File: config.mk
export PLATFORM = sky130hd
export DESIGN_NAME = pca_timer_array
export DESIGN_NICKNAME = d
export VERILOG_FILES = /design/src/rtl/pca_pkg.sv /design/src/rtl/pca_timebase.sv /design/src/rtl/pca_edge_detect.sv /design/src/rtl/pca_channel.sv /design/src/rtl/pca_timer_array.sv
export SDC_FILE = /design/constraint.sdc
export NUM_CORES = 1
export LEC_CHECK = 0
export BUFFER_PORTS_ARGS = -buffer_cell sky130_fd_sc_hd__buf_4
export CORE_AREA = 2 2 198 200
export DETAILED_ROUTE_END_ITERATION = 8
export DIE_AREA = 0 0 200 202
export SETUP_SLACK_MARGIN = 0.05
export SLEW_MARGIN = 20
export SYNTH_ARGS = -nofsm -noshare
export SYNTH_HDL_FRONTEND = slang
export SYNTH_HIERARCHICAL = 1
export SYNTH_SLANG_ARGS = --single-unit
File: constraint.sdc
create_clock -name clk -period 2.41 [get_ports clk]
set_input_delay 0.482 -clock clk [delete_from_list [all_inputs] [get_ports clk]]
set_output_delay 0.482 -clock clk [all_outputs]
set_load 0.02 [all_outputs]
File: src/rtl/pca_pkg.sv
package pca_pkg;

  typedef enum logic [2:0] {
    MODE_OFF  = 3'd0,
    MODE_CAPT = 3'd1,
    MODE_SWT  = 3'd2,
    MODE_HSO  = 3'd3,
    MODE_FREQ = 3'd4,
    MODE_PWM  = 3'd5
  } pca_mode_e;

  // byte layout: [7:5] pwm size code, [4:3] edge select, [2:0] mode
  typedef struct packed {
    logic [2:0] pwm_sz;
    logic [1:0] edge_sel;
    pca_mode_e  mode;
  } pca_cfg_t;

  localparam int CFG_W = 8;

endpackage

File: src/rtl/pca_timebase.sv
module pca_timebase #(
  parameter int CNT_W = 16
) (
  input  logic             clk,
  input  logic             rst,
  input  logic             tick,
  input  logic             load,
  input  logic [CNT_W-1:0] load_val,
  input  logic             ovf_clr,
  output logic [CNT_W-1:0] cnt,
  output logic             ovf
);

  logic wrap;
  assign wrap = tick && !load && (&cnt);

  always_ff @(posedge clk) begin
    if (rst) begin
      cnt <= '0;
      ovf <= 1'b0;
    end else begin
      if (load)      cnt <= load_val;
      else if (tick) cnt <= cnt + 1'b1;
      ovf <= wrap | (ovf & ~ovf_clr);
    end
  end

  assert_count_step_R1: assert property (@(posedge clk) disable iff (rst)
    (tick && !load) |=> (cnt == $past(cnt) + 1'b1));

  assert_count_hold_R1: assert property (@(posedge clk) disable iff (rst)
    (!tick && !load) |=> $stable(cnt));

  assert_wrap_flag_R2: assert property (@(posedge clk) disable iff (rst)
    (tick && !load && (cnt == {CNT_W{1'b1}})) |=> ovf);

  assert_ovf_sticky_R2: assert property (@(posedge clk) disable iff (rst)
    (ovf && !ovf_clr) |=> ovf);

endmodule

File: src/rtl/pca_edge_detect.sv
module pca_edge_detect #(
  parameter int NUM_CH = 3
) (
  input  logic                clk,
  input  logic                rst,
  input  logic [NUM_CH-1:0]   sig_in,
  input  logic [2*NUM_CH-1:0] edge_sel,
  output logic [NUM_CH-1:0]   evt
);

  logic [NUM_CH-1:0] prev;

  always_ff @(posedge clk) begin
    if (rst) prev <= '0;
    else     prev <= sig_in;
  end

  for (genvar g = 0; g < NUM_CH; g++) begin : g_edge
    logic rise, fall;
    assign rise   = sig_in[g] & ~prev[g];
    assign fall   = ~sig_in[g] & prev[g];
    assign evt[g] = (edge_sel[2*g] & rise) | (edge_sel[2*g+1] & fall);
  end

endmodule

File: src/rtl/pca_channel.sv
module pca_channel
  import pca_pkg::*;
#(
  parameter int CNT_W = 16
) (
  input  logic             clk,
  input  logic             rst,
  input  logic             tick,
  input  logic [CNT_W-1:0] cnt,
  input  logic             cfg_wr,
  input  pca_cfg_t         cfg_in,
  input  logic             cmp_wr,
  input  logic [CNT_W-1:0] cmp_in,
  input  logic             flag_clr,
  input  logic             cap_evt,
  output logic [1:0]       edge_sel,
  output logic [CNT_W-1:0] cmp,
  output logic             out,
  output logic             flag
);

  localparam int HALF = CNT_W / 2;
  localparam logic [CNT_W-1:0] ONES    = {CNT_W{1'b1}};
  localparam logic [CNT_W-1:0] MASK_8  = ONES >> (CNT_W - 8);
  localparam logic [CNT_W-1:0] MASK_9  = ONES >> (CNT_W - 9);
  localparam logic [CNT_W-1:0] MASK_10 = ONES >> (CNT_W - 10);
  localparam logic [CNT_W-1:0] MASK_11 = ONES >> (CNT_W - 11);

  pca_cfg_t         cfg;
  logic [CNT_W-1:0] act;
  logic [CNT_W-1:0] pwm_mask;
  logic [CNT_W-1:0] low_cnt;
  logic [CNT_W-1:0] cmp_n, act_n;
  logic             out_n, hit;

  assign edge_sel = cfg.edge_sel;

  always_comb begin
    case (cfg.pwm_sz)
      3'd0:    pwm_mask = MASK_8;
      3'd1:    pwm_mask = MASK_9;
      3'd2:    pwm_mask = MASK_10;
      3'd3:    pwm_mask = MASK_11;
      default: pwm_mask = ONES;
    endcase
  end

  assign low_cnt = cnt & pwm_mask;

  always_comb begin
    cmp_n = cmp;
    act_n = act;
    out_n = out;
    hit   = 1'b0;
    case (cfg.mode)
      MODE_CAPT: begin
        if (cap_evt) begin
          cmp_n = cnt;
          hit   = 1'b1;
        end
      end
      MODE_SWT: begin
        if (tick && cnt == cmp) hit = 1'b1;
      end
      MODE_HSO: begin
        if (tick && cnt == cmp) begin
          hit   = 1'b1;
          out_n = ~out;
        end
      end
      MODE_FREQ: begin
        if (tick && cnt[HALF-1:0] == cmp[CNT_W-1:HALF]) begin
          hit   = 1'b1;
          out_n = ~out;
          cmp_n[CNT_W-1:HALF] = cmp[CNT_W-1:HALF] + cmp[HALF-1:0];
        end
      end
      MODE_PWM: begin
        if (tick) begin
          if (low_cnt == pwm_mask) begin
            out_n = 1'b1;
            act_n = cmp & pwm_mask;
          end else if (low_cnt == act) begin
            out_n = 1'b0;
            hit   = 1'b1;
          end
        end
      end
      default: ;
    endcase
    if (cmp_wr) cmp_n = cmp_in;
    if (cfg_wr) out_n = 1'b0;
  end

  always_ff @(posedge clk) begin
    if (rst) begin
      cfg  <= '0;
      cmp  <= '0;
      act  <= '0;
      out  <= 1'b0;
      flag <= 1'b0;
    end else begin
      if (cfg_wr) cfg <= cfg_in;
      cmp  <= cmp_n;
      act  <= act_n;
      out  <= out_n;
      flag <= hit | (flag & ~flag_clr);
    end
  end

  assert_capture_flag_R3: assert property (@(posedge clk) disable iff (rst)
    (cfg.mode == MODE_CAPT && cap_evt) |=> flag);

  assert_swt_quiet_R4: assert property (@(posedge clk) disable iff (rst)
    (cfg.mode == MODE_SWT && !cfg_wr) |=> (out == $past(out)));

  assert_hso_toggle_R5: assert property (@(posedge clk) disable iff (rst)
    (cfg.mode == MODE_HSO && tick && cnt == cmp && !cfg_wr) |=> (out != $past(out)));

  assert_freq_toggle_R6: assert property (@(posedge clk) disable iff (rst)
    (cfg.mode == MODE_FREQ && tick && cnt[HALF-1:0] == cmp[CNT_W-1:HALF] && !cfg_wr)
      |=> (out != $past(out)));

  assert_pwm_rise_R7: assert property (@(posedge clk) disable iff (rst)
    (cfg.mode == MODE_PWM && tick && low_cnt == pwm_mask && !cfg_wr) |=> out);

  assert_pwm_hold_R8: assert property (@(posedge clk) disable iff (rst)
    !(cfg.mode == MODE_PWM && tick && low_cnt == pwm_mask) |=> $stable(act));

  assert_flag_sticky_R9: assert property (@(posedge clk) disable iff (rst)
    (flag && !flag_clr) |=> flag);

  assert_cfg_clears_out_R9: assert property (@(posedge clk) disable iff (rst)
    cfg_wr |=> !out);

  assert_off_idle_R10: assert property (@(posedge clk) disable iff (rst)
    (cfg.mode == MODE_OFF && !cfg_wr && !cmp_wr) |=> ($stable(cmp) && $stable(out)));

endmodule

File: src/rtl/pca_timer_array.sv
module pca_timer_array
  import pca_pkg::*;
#(
  parameter int CNT_W  = 16,
  parameter int NUM_CH = 3
) (
  input  logic                    clk,
  input  logic                    rst,
  input  logic                    tick,
  input  logic                    cnt_wr,
  input  logic [CNT_W-1:0]        cnt_wdata,
  input  logic [NUM_CH-1:0]       cfg_wr,
  input  logic [CFG_W-1:0]        cfg_wdata,
  input  logic [NUM_CH-1:0]       cmp_wr,
  input  logic [CNT_W-1:0]        cmp_wdata,
  input  logic [NUM_CH-1:0]       flag_clr,
  input  logic                    ovf_clr,
  input  logic [NUM_CH-1:0]       cap_in,
  output logic [CNT_W-1:0]        cnt_val,
  output logic [NUM_CH*CNT_W-1:0] cmp_val,
  output logic [NUM_CH-1:0]       ch_out,
  output logic [NUM_CH-1:0]       ch_flag,
  output logic                    ovf_flag
);

  logic [2*NUM_CH-1:0] edge_sel;
  logic [NUM_CH-1:0]   cap_evt;
  pca_cfg_t            cfg_word;

  assign cfg_word = pca_cfg_t'(cfg_wdata);

  pca_timebase #(.CNT_W(CNT_W)) i_timebase (
    .clk      (clk),
    .rst      (rst),
    .tick     (tick),
    .load     (cnt_wr),
    .load_val (cnt_wdata),
    .ovf_clr  (ovf_clr),
    .cnt      (cnt_val),
    .ovf      (ovf_flag)
  );

  pca_edge_detect #(.NUM_CH(NUM_CH)) i_edges (
    .clk      (clk),
    .rst      (rst),
    .sig_in   (cap_in),
    .edge_sel (edge_sel),
    .evt      (cap_evt)
  );

  for (genvar g = 0; g < NUM_CH; g++) begin : g_ch
    pca_channel #(.CNT_W(CNT_W)) i_ch (
      .clk      (clk),
      .rst      (rst),
      .tick     (tick),
      .cnt      (cnt_val),
      .cfg_wr   (cfg_wr[g]),
      .cfg_in   (cfg_word),
      .cmp_wr   (cmp_wr[g]),
      .cmp_in   (cmp_wdata),
      .flag_clr (flag_clr[g]),
      .cap_evt  (cap_evt[g]),
      .edge_sel (edge_sel[2*g +: 2]),
      .cmp      (cmp_val[g*CNT_W +: CNT_W]),
      .out      (ch_out[g]),
      .flag     (ch_flag[g])
    );
  end

endmodule

==> results of run 1 <==
## sequential cells by signal, indices dropped and copies added, names as in the netlist
register            cells
g_ch.i_ch/act          48
g_ch.i_ch/cfg          18
g_ch.i_ch/cmp          48
g_ch.i_ch/edge_sel      6
g_ch.i_ch/flag          3
g_ch.i_ch/out           3
i_edges/prev            3
i_timebase/cnt         16
i_timebase/ovf          1
## metal layers
layer	wire, um	vias to the layer above	track usage, %
met2	16700	377	28.1
met4	846	2	5.16
li1	-	4438	-
met1	16800	4562	25.4
met3	2830	55	3.99
met5	13	-	0
## cell families after synthesis
logic type / synth area share, %
buf+inv: 5.69
compound gates: 16.7
xor+xnor: 11.6
mux: 8.65
fa+ha+maj: 3.84
flops: 30.7
simple gates: 22.8
## synthesized netlist by cell type (11+ instances only)
cell / n
mux2i_1: 81
buf_2: 13
clkbuf_1: 60
or2_2: 11
o21ai_0: 40
a21oi_1: 82
ha_1: 22
nor3_1: 13
nand2_1: 118
xor2_1: 45
nor4_1: 12
nor2b_1: 12
o22ai_1: 21
a211oi_1: 18
inv_1: 34
nand3_1: 19
nor2_1: 138
dfxtp_1: 146
nand4_1: 28
xnor2_1: 81
## cell usage in the layout, fill, tap and decap left out, types with 13 or more instances in the layout
| master | Yosys | routed |
|---|---|---|
| o21ai_0 | 40 | 39 |
| nor3_1 | 13 | 13 |
| nand3_1 | 19 | 19 |
| ha_1 | 22 | 22 |
| xnor2_1 | 81 | 81 |
| o22ai_1 | 21 | 21 |
| dfxtp_1 | 146 | 141 |
| mux2i_1 | 81 | 81 |
| a211oi_1 | 18 | 18 |
| inv_1 | 34 | 34 |
| clkbuf_16 | 0 | 17 |
| nand2_1 | 118 | 118 |
| xor2_1 | 45 | 45 |
| buf_4 | 7 | 223 |
| nand4_1 | 28 | 28 |
| nor2_1 | 138 | 138 |
| a21oi_1 | 82 | 82 |
## final timing paths
path	startpoint	endpoint
worst max-delay path	i_timebase/cnt[14]$_SDFFE_PP0P_	g_ch[0].i_ch/act[8]$_SDFFE_PP0P_
worst min register to register	g_ch[2].i_ch/act[9]$_SDFFE_PP0P_	g_ch[2].i_ch/act[9]$_SDFFE_PP0P_
worst max register to register	i_timebase/cnt[14]$_SDFFE_PP0P_	g_ch[0].i_ch/act[8]$_SDFFE_PP0P_
worst min-delay path	cap_in[1]	i_edges/prev[1]$_SDFF_PP0_
## power groups by stage
stage / Combinational (uW) / Sequential (uW) / Clock, uW
floorplan: 702 / 2780 / 0
global placement: 1410 / 2720 / 0
detailed placement: 1420 / 2720 / 0
CTS: 1430 / 2660 / 2610
global route: 1540 / 2680 / 2690
finish: 1440 / 2670 / 2570
## cell type report
class	instances	area share, %
Timing Repair Buffer	229	14.8
Clock inverter	14	0.992
Sequential cell	146	24.2
Multi-Input combinational cell	908	50.0
Clock buffer	18	3.54
Inverter	35	1.08
Tap cell	518	5.35
## through the flow
stage | cell area [um2] | setup WS (ns) | hold WS (ns) | total power, uW | util, %
CTS | 12100 | 0.106 | 0.258 | 6700 | 31.6
detailed placement | 11600 | 0.126 | 0.463 | 4140 | 30.2
finish | 12100 | 0.176 | 0.269 | 6670 | 31.6
floorplan | 9510 | 0.127 | 0.440 | 3480 | -
global placement | 11600 | 0.115 | 0.452 | 4130 | 30.2
global route | 12100 | 0.00464 | 0.290 | 6910 | 31.6
## what timing repair did
action                                  in CTS  in global routing
hold buffers                                 0                  0
endpoints found under the setup margin       0                 21
endpoints found under the hold margin        0                  0
resized for setup                            0                  7
==> impl_results.md, run 1 <==
* Share of the synthesized area in the top cell type at 30.7%
* Cell count after placement at 1836
* Primary FF master, synth: dfxtp_1
* Peak VDD IR at 0.375 mV
* Final period util at 92.7%
* Via density at 5.05
* Total negative slack at 0 ns
* CP delay by family, top: simple AND/OR/NAND/NOR gates
* Grt ovf at 0
* Final Slew Violations at 0
* DRC at 0
* # rows at 72
* CTS tree: yes
* Tot GR Track Use at 18.3%
* FF+latch count, synth at 146
* Crit path depth at 6
* Total core area at 38300 um2
* Share of layout cells above drive strength 1 at 22.6%
* Clk slew on worst S/H paths at 0.07 ns
* Pint at 4470 uW
* Total number of vias at 9434
* Max clock buf depth at 2
* Slowest cell on the critical path: dfxtp_1
* Reg area at 2930 um2
* Vias in the first global route at 8836
* IO Count at 128
* Net switching power at 2210 uW
* Area growth syn-to-layout at 27.4%
* Max Clock Freq at 0.448 GHz
* Synth Instances at 1178
* Worst Hold Class: input port to flip-flop
* Routability Congestion at 0.914
* Clock skew at 0.0157 ns
* Crit path cell chain: and3_1, nand3_2, a2111oi_4, nand3_4, or3b_1, a21oi_1
* Max Cap Viol at 0
* Power per Cell Area at 551 nW/um2
* R2R depth at 6
* Max incr delay on CP at 0.52 ns
* Detail Placement HPWL at 28500 um
* Setup bufs post-CTS at 0
* Async S/R FF share, synth at 0%
* WP data arrival at 2.61 ns
* Final setup fails at 0
* Hold Fails Final Rpt at 0
* Initial drt markers at 951
* CTS Buf Count at 17
* Clock latency on the worst-skew pair at 0.44 ns
* Ranking of synthesized cells by area: dfxtp_1 (31%), mux2i_1 (8.5%), xnor2_1 (7.5%)
* Comb pwr share at 21.5%
* Initial antenna violation count at 1
* Die H at 202 um
* Syn Area/Cell at 8.07 um2
* Initial core utilization at 24.8%
* CP endpoint kind: flip-flop
* Final #Nets at 1419
* Pleak at 0.00479 uW
* Startpoint types: flip-flop
* Die Width at 200 um
* Worst Path Buf+Inv at 0
* CTS root buf: clkbuf_16
* Post-synth EDFFs at 0
* First-pass GRT wire length at 55000 um
* Worst Tran Pin Value at 0.736 ns
* Flop pwr share at 40.0%
* Clock sink total at 146
* Slew HR at 50.9%
* Syn Nets at 1260
* Synth warn at 6
* Largest net degree at the start of global routing at 61
* Antenna cells at 0
* DIE AREA at 40400 um2
* Yosys cell types at 74
* Final std cells w/o fill at 1868
* Area taken by multi-input logic gates at 6060 um2
* Critical Path Fanout Max at 17
* Cell taking the most area after synthesis: dfxtp_1
* PortBufs at 127
* Htree depth at 4
* Critical path class: flip-flop to flip-flop
* R2R Setup Slk at 0.18 ns
* Fin crit period at 2.23 ns
* RSZ-0062 raised after global routing: yes
* WHS Path Cells at 2
* Total Wirelength at 37200 um
* Status: completed
* Clock share of power at 38.5%
* Cell Area, Synth at 9510 um2
* Fillers at 4054
* TritonRoute pass-1 iters at 5
* Register area share after synthesis at 30.7%
* CP required at 2.78 ns
* WL/cell at 19.9 um
* Switching share of total power at 33.1%
* Routed Antenna Nets at 0
(Power assumes the default switching activity.)
==> run 2: changes to the inputs <==
CORE_AREA = 2 2 141 143   (was 2 2 198 200)
DIE_AREA = 0 0 143 145   (was 0 0 200 202)
PLACE_DENSITY = 0.73   (was not set)
==> impl_results.md, run 2 (synthesized netlist as in run 1, its figures left out) <==
* Status: completed
* Area growth syn-to-layout at 24.1%
* Total core area at 19200 um2
* Clock latency on the worst-skew pair at 0.44 ns
* Most common cell after layout, fill and taps aside: buf_4
* Pre-CTS setup slack at 0.153 ns
* Antenna cells at 0
* Clock sink total at 146
* Largest net degree at the start of global routing at 55
* Final non-filler cell area at 11800 um2
* Placed Area at 11200 um2
* Most frequent cells in the layout: buf_4 (222), dfxtp_1 (143), nor2_1 (138)
* CTS root buf: clkbuf_16
* PortBufs at 127
* Die H at 145 um
* Final Slew Violations at 0
* Slew HR at 58.5%
* First-pass GRT wire length at 49800 um
* Startpoint types: flip-flop
* Final WS setup at 0.160 ns
* R2R Setup Slk at 0.16 ns
* Top flop regs: g_ch.i_ch/act: 48 flops, g_ch.i_ch/cmp: 48 flops, g_ch.i_ch/cfg: 18 flops
* TritonRoute pass-1 iters at 6
* WL/cell at 20.2 um
* DRC at 0
* Critical Path Fanout Max at 5
* CTS tree: yes
* Final period util at 93.4%
* Vias in the first global route at 8922
* Worst Tran Pin Value at 0.622 ns
* Critical path class: flip-flop to flip-flop
* Max Clock Freq at 0.444 GHz
* Fin crit period at 2.25 ns
* Total negative slack at 0 ns
* Htree depth at 4
* Max Cap Viol at 0
* CP endpoint kind: flip-flop
* Power per Cell Area at 569 nW/um2
* Grt ovf at 0
* WP data arrival at 2.55 ns
* Hold Fails Final Rpt at 0
* DIE AREA at 20700 um2
* Routed Antenna Nets at 0
* Final #Nets at 1417
* Share of layout cells above drive strength 1 at 22.5%
* Worst Hold Class: input port to flip-flop
* Via density at 5.91
* CP required at 2.71 ns
* Max clock buf depth at 2
* Routability Congestion at 0.969
* Initial drt markers at 938
* Peak VDD IR at 0.473 mV
* Total number of vias at 9536
* Clk slew on worst S/H paths at 0.07 ns
* Total Wirelength at 32700 um
* CTS Buf Count at 17
* Die Width at 143 um
* Fillers at 1696
* RSZ-0062 raised after global routing: yes
* Pleak at 0.00479 uW
* Final setup fails at 0
* # rows at 51
* Detail Placement HPWL at 24200 um
* Initial core utilization at 49.5%
* Clock skew at 0.00955 ns
* Initial antenna violation count at 0
* IO Count at 128
* Tot GR Track Use at 31.1%
## run 2: repair_timing
item                                    4_1_cts  5_1_grt
gates resized for setup                       0        4
endpoints found under the setup margin        0        5
hold buffers                                  0        0
setup buffers                                 0        0
## run 2: critical path, stage by stage, from the launching register on
cell and delay, ns:
dfxtp_1 0.45, inv_1 0.14, fa_1 0.46, nor2b_2 0.14, o31a_1 0.16, o21ai_0 0.10
nor4bb_1 0.16, o311ai_0 0.33, o221ai_1 0.17
## run 2: per-layer routing
metal	share of wire (%)	global-route usage, %	up-vias
li1	-	-	4442
met2	45	47.3	490
met5	0	0	-
met4	4.0	12.8	0
met3	9.2	6.04	91
met1	42	43.1	4513
## run 2: report_power, final
part | switching [uW] | internal, uW | total [uW]
combinational | 809 | 611 | 1420
clock | 1190 | 1450 | 2640
sequential | 141 | 2510 | 2650
total | 2140 | 4570 | 6710
## run 2: final cells by class
type | instances | area [um2] | area share (%)
clock buffers | 17 | 425 | 3.61
clock inverters | 15 | 149 | 1.26
inverters | 35 | 131 | 1.11
multi-input cells | 908 | 6060 | 51.4
flip-flops and latches | 146 | 2930 | 24.8
well taps | 265 | 332 | 2.81
repair buffers | 227 | 1770 | 15.0
## run 2: final timing paths
check                                                          to                         startpoint  depth (start not counted)
worst max register to register  g_ch[2].i_ch/cmp[14]$_SDFFE_PP0P_   g_ch[2].i_ch/cmp[9]$_SDFFE_PP0P_                          8
worst min-delay path                   i_edges/prev[1]$_SDFF_PP0_                          cap_in[1]                          2
worst max-delay path            g_ch[2].i_ch/cmp[14]$_SDFFE_PP0P_   g_ch[2].i_ch/cmp[9]$_SDFFE_PP0P_                          8
worst min register to register  g_ch[2].i_ch/act[11]$_SDFFE_PP0P_  g_ch[2].i_ch/act[11]$_SDFFE_PP0P_                          2
## run 2: per-stage QoR
stage | util, % | std cells | total power (uW) | hold WS [ns]
6_report | 61.4 | 1613 | 6710 | 0.267
5_1_grt | 61.4 | 1613 | 6920 | 0.281
4_1_cts | 61.4 | 1613 | 6700 | 0.262
3_5_place_dp | 58.4 | 1581 | 4090 | 0.457
3_3_place_gp | 58.4 | 1581 | 4070 | 0.452
2_1_floorplan | - | 1178 | 3480 | 0.440
==> run 3: changes to the inputs <==
CORE_AREA = 5 5 144 146   (was 2 2 141 143)
DIE_AREA = 0 0 149 151   (was 0 0 143 145)
==> impl_results.md, run 3 (synthesized netlist as in run 1, its figures left out) <==
* Clock latency on the worst-skew pair at 0.43 ns
* Final WS setup at 0.175 ns
* Worst Tran Pin Value at 0.587 ns
* Most common cell after layout, fill and taps aside: buf_4
* Final period util at 92.7%
* Routability Congestion at 0.939
* CP required at 2.70 ns
* Peak VDD IR at 0.498 mV
* Vias in the first global route at 8967
* DRC at 0
* Total Power at 6700 uW
* Max Cap Viol at 0
* Detail Placement HPWL at 24900 um
* Most frequent cells in the layout: buf_4 (231), dfxtp_1 (142), nor2_1 (138)
* Clock sink total at 146
* TritonRoute pass-1 iters at 7
* R2R Setup Slk at 0.17 ns
* Total number of vias at 9557
* Share of layout cells above drive strength 1 at 23.1%
* Power per Cell Area at 565 nW/um2
* Fin crit period at 2.24 ns
* Max Clock Freq at 0.447 GHz
* Area growth syn-to-layout at 24.7%
* Final #Nets at 1425
* Grt ovf at 0
* # rows at 51
* Pleak at 0.00482 uW
* PortBufs at 127
* First-pass GRT wire length at 50900 um
* Critical path class: flip-flop to flip-flop
* WP data arrival at 2.53 ns
* Setup crit start: g_ch[0].i_ch/cmp[1]$_SDFFE_PP0P_
* Die Width at 149 um
* Initial core utilization at 49.3%
* Initial drt markers at 934
* Crit path cell chain: inv_1, fa_1, nor2b_1, o31a_1, o21ai_0, and4_1, a211oi_1, o221ai_1
* CTS tree: yes
* Clk slew on worst S/H paths at 0.07 ns
* CP endpoint kind: flip-flop
* Max incr delay on CP at 0.49 ns
* CTS Buf Count at 17
* Total core area at 19300 um2
* Tot GR Track Use at 29.1%
* Die H at 151 um
* R2R depth at 8
* Total Wirelength at 33200 um
* Slowest cell on the critical path: dfxtp_1
* CTS root buf: clkbuf_16
* Antenna cells at 0
* Startpoint types: flip-flop
* Total negative slack at 0 ns
* RSZ-0062 raised after global routing: no
* Hold Fails Final Rpt at 0
* Status: completed
* Initial antenna violation count at 0
* Routed Antenna Nets at 0
* Worst Hold Class: input port to flip-flop
* Pre-CTS setup slack at 0.0999 ns
* Top flop regs: g_ch.i_ch/act: 48 flops, g_ch.i_ch/cmp: 48 flops, g_ch.i_ch/cfg: 18 flops
* WL/cell at 20.5 um
* Hold_buf cts at 0
* Critical Path Fanout Max at 5
* Crit path capture: g_ch[0].i_ch/cmp[14]$_SDFFE_PP0P_
* Slew HR at 60.7%
* DIE AREA at 22500 um2
* Via density at 5.90
* Final setup fails at 0
* Worst r2r src: g_ch[0].i_ch/cmp[1]$_SDFFE_PP0P_
* Clock skew at 0.00845 ns
* Largest net degree at the start of global routing at 44
* R2R Path End: g_ch[0].i_ch/cmp[14]$_SDFFE_PP0P_
* Final Slew Violations at 0
* IO Count at 128
* Max clock buf depth at 2
* Fillers at 1755
* Htree depth at 4
-- run 3: worst max-delay path: cells and delay by family (launching register included) --
| family | cells | cell delay, ns |
|---|---|---|
| AO/OA/AOI/OAI | 4 | 0.60 |
| flip-flops | 1 | 0.49 |
| adder cells (fa/ha/maj) | 1 | 0.46 |
| AND/OR/NAND/NOR | 2 | 0.40 |
| buffers and inverters | 1 | 0.13 |
-- run 3: area by class of cell --
class	count	area [um2]	share of cell area, %
multi-input cells	908	6080	51.3
flip-flops and latches	146	2930	24.7
repair buffers	235	1810	15.3
clock buffers	17	425	3.59
well taps	265	332	2.80
clock inverters	15	149	1.26
inverters	35	131	1.11
-- run 3: metrics by stage --
step / cell area [um2] / utilization [%] / cells / hold WS [ns]
after global routing: 11900 / 61.5 / 1621 / 0.273
after detailed placement: 11300 / 58.4 / 1588 / 0.456
after floorplan: 9510 / - / 1178 / 0.440
after CTS: 11800 / 61.4 / 1620 / 0.268
final: 11900 / 61.5 / 1621 / 0.277
after global placement: 11300 / 58.4 / 1588 / 0.452
-- run 3: worst min-delay path by stage --
stage               slack, ns                           endpoint                              start  cells past startpoint
floorplan                0.44  g_ch[0].i_ch/act[11]$_SDFFE_PP0P_  g_ch[0].i_ch/act[11]$_SDFFE_PP0P_                      2
global placement         0.45   g_ch[2].i_ch/act[8]$_SDFFE_PP0P_   g_ch[2].i_ch/act[8]$_SDFFE_PP0P_                      2
detailed placement       0.46   g_ch[2].i_ch/act[8]$_SDFFE_PP0P_   g_ch[2].i_ch/act[8]$_SDFFE_PP0P_                      2
CTS                      0.27         i_edges/prev[0]$_SDFF_PP0_                          cap_in[0]                      2
global route             0.27         i_edges/prev[1]$_SDFF_PP0_                          cap_in[1]                      2
finish                   0.28         i_edges/prev[1]$_SDFF_PP0_                          cap_in[1]                      2
-- run 3: report_power, final --
group	internal (uW)	switching, uW
clock network	1450	1180
logic	614	802
registers	2510	152
-- run 3: timing repair --
action / 4_1_cts / 5_1_grt
setup buffers: 0 / 1
resized for setup: 0 / 9
endpoints found under the setup margin: 0 / 10
-- run 3: metal layers --
metal,global-route usage (%),up-vias,wire (um)
li1,-,4460,-
met1,39.0,4522,13800
met2,46.6,501,15200
met3,5.98,74,3100
met4,10.5,0,1120
met5,0,-,0
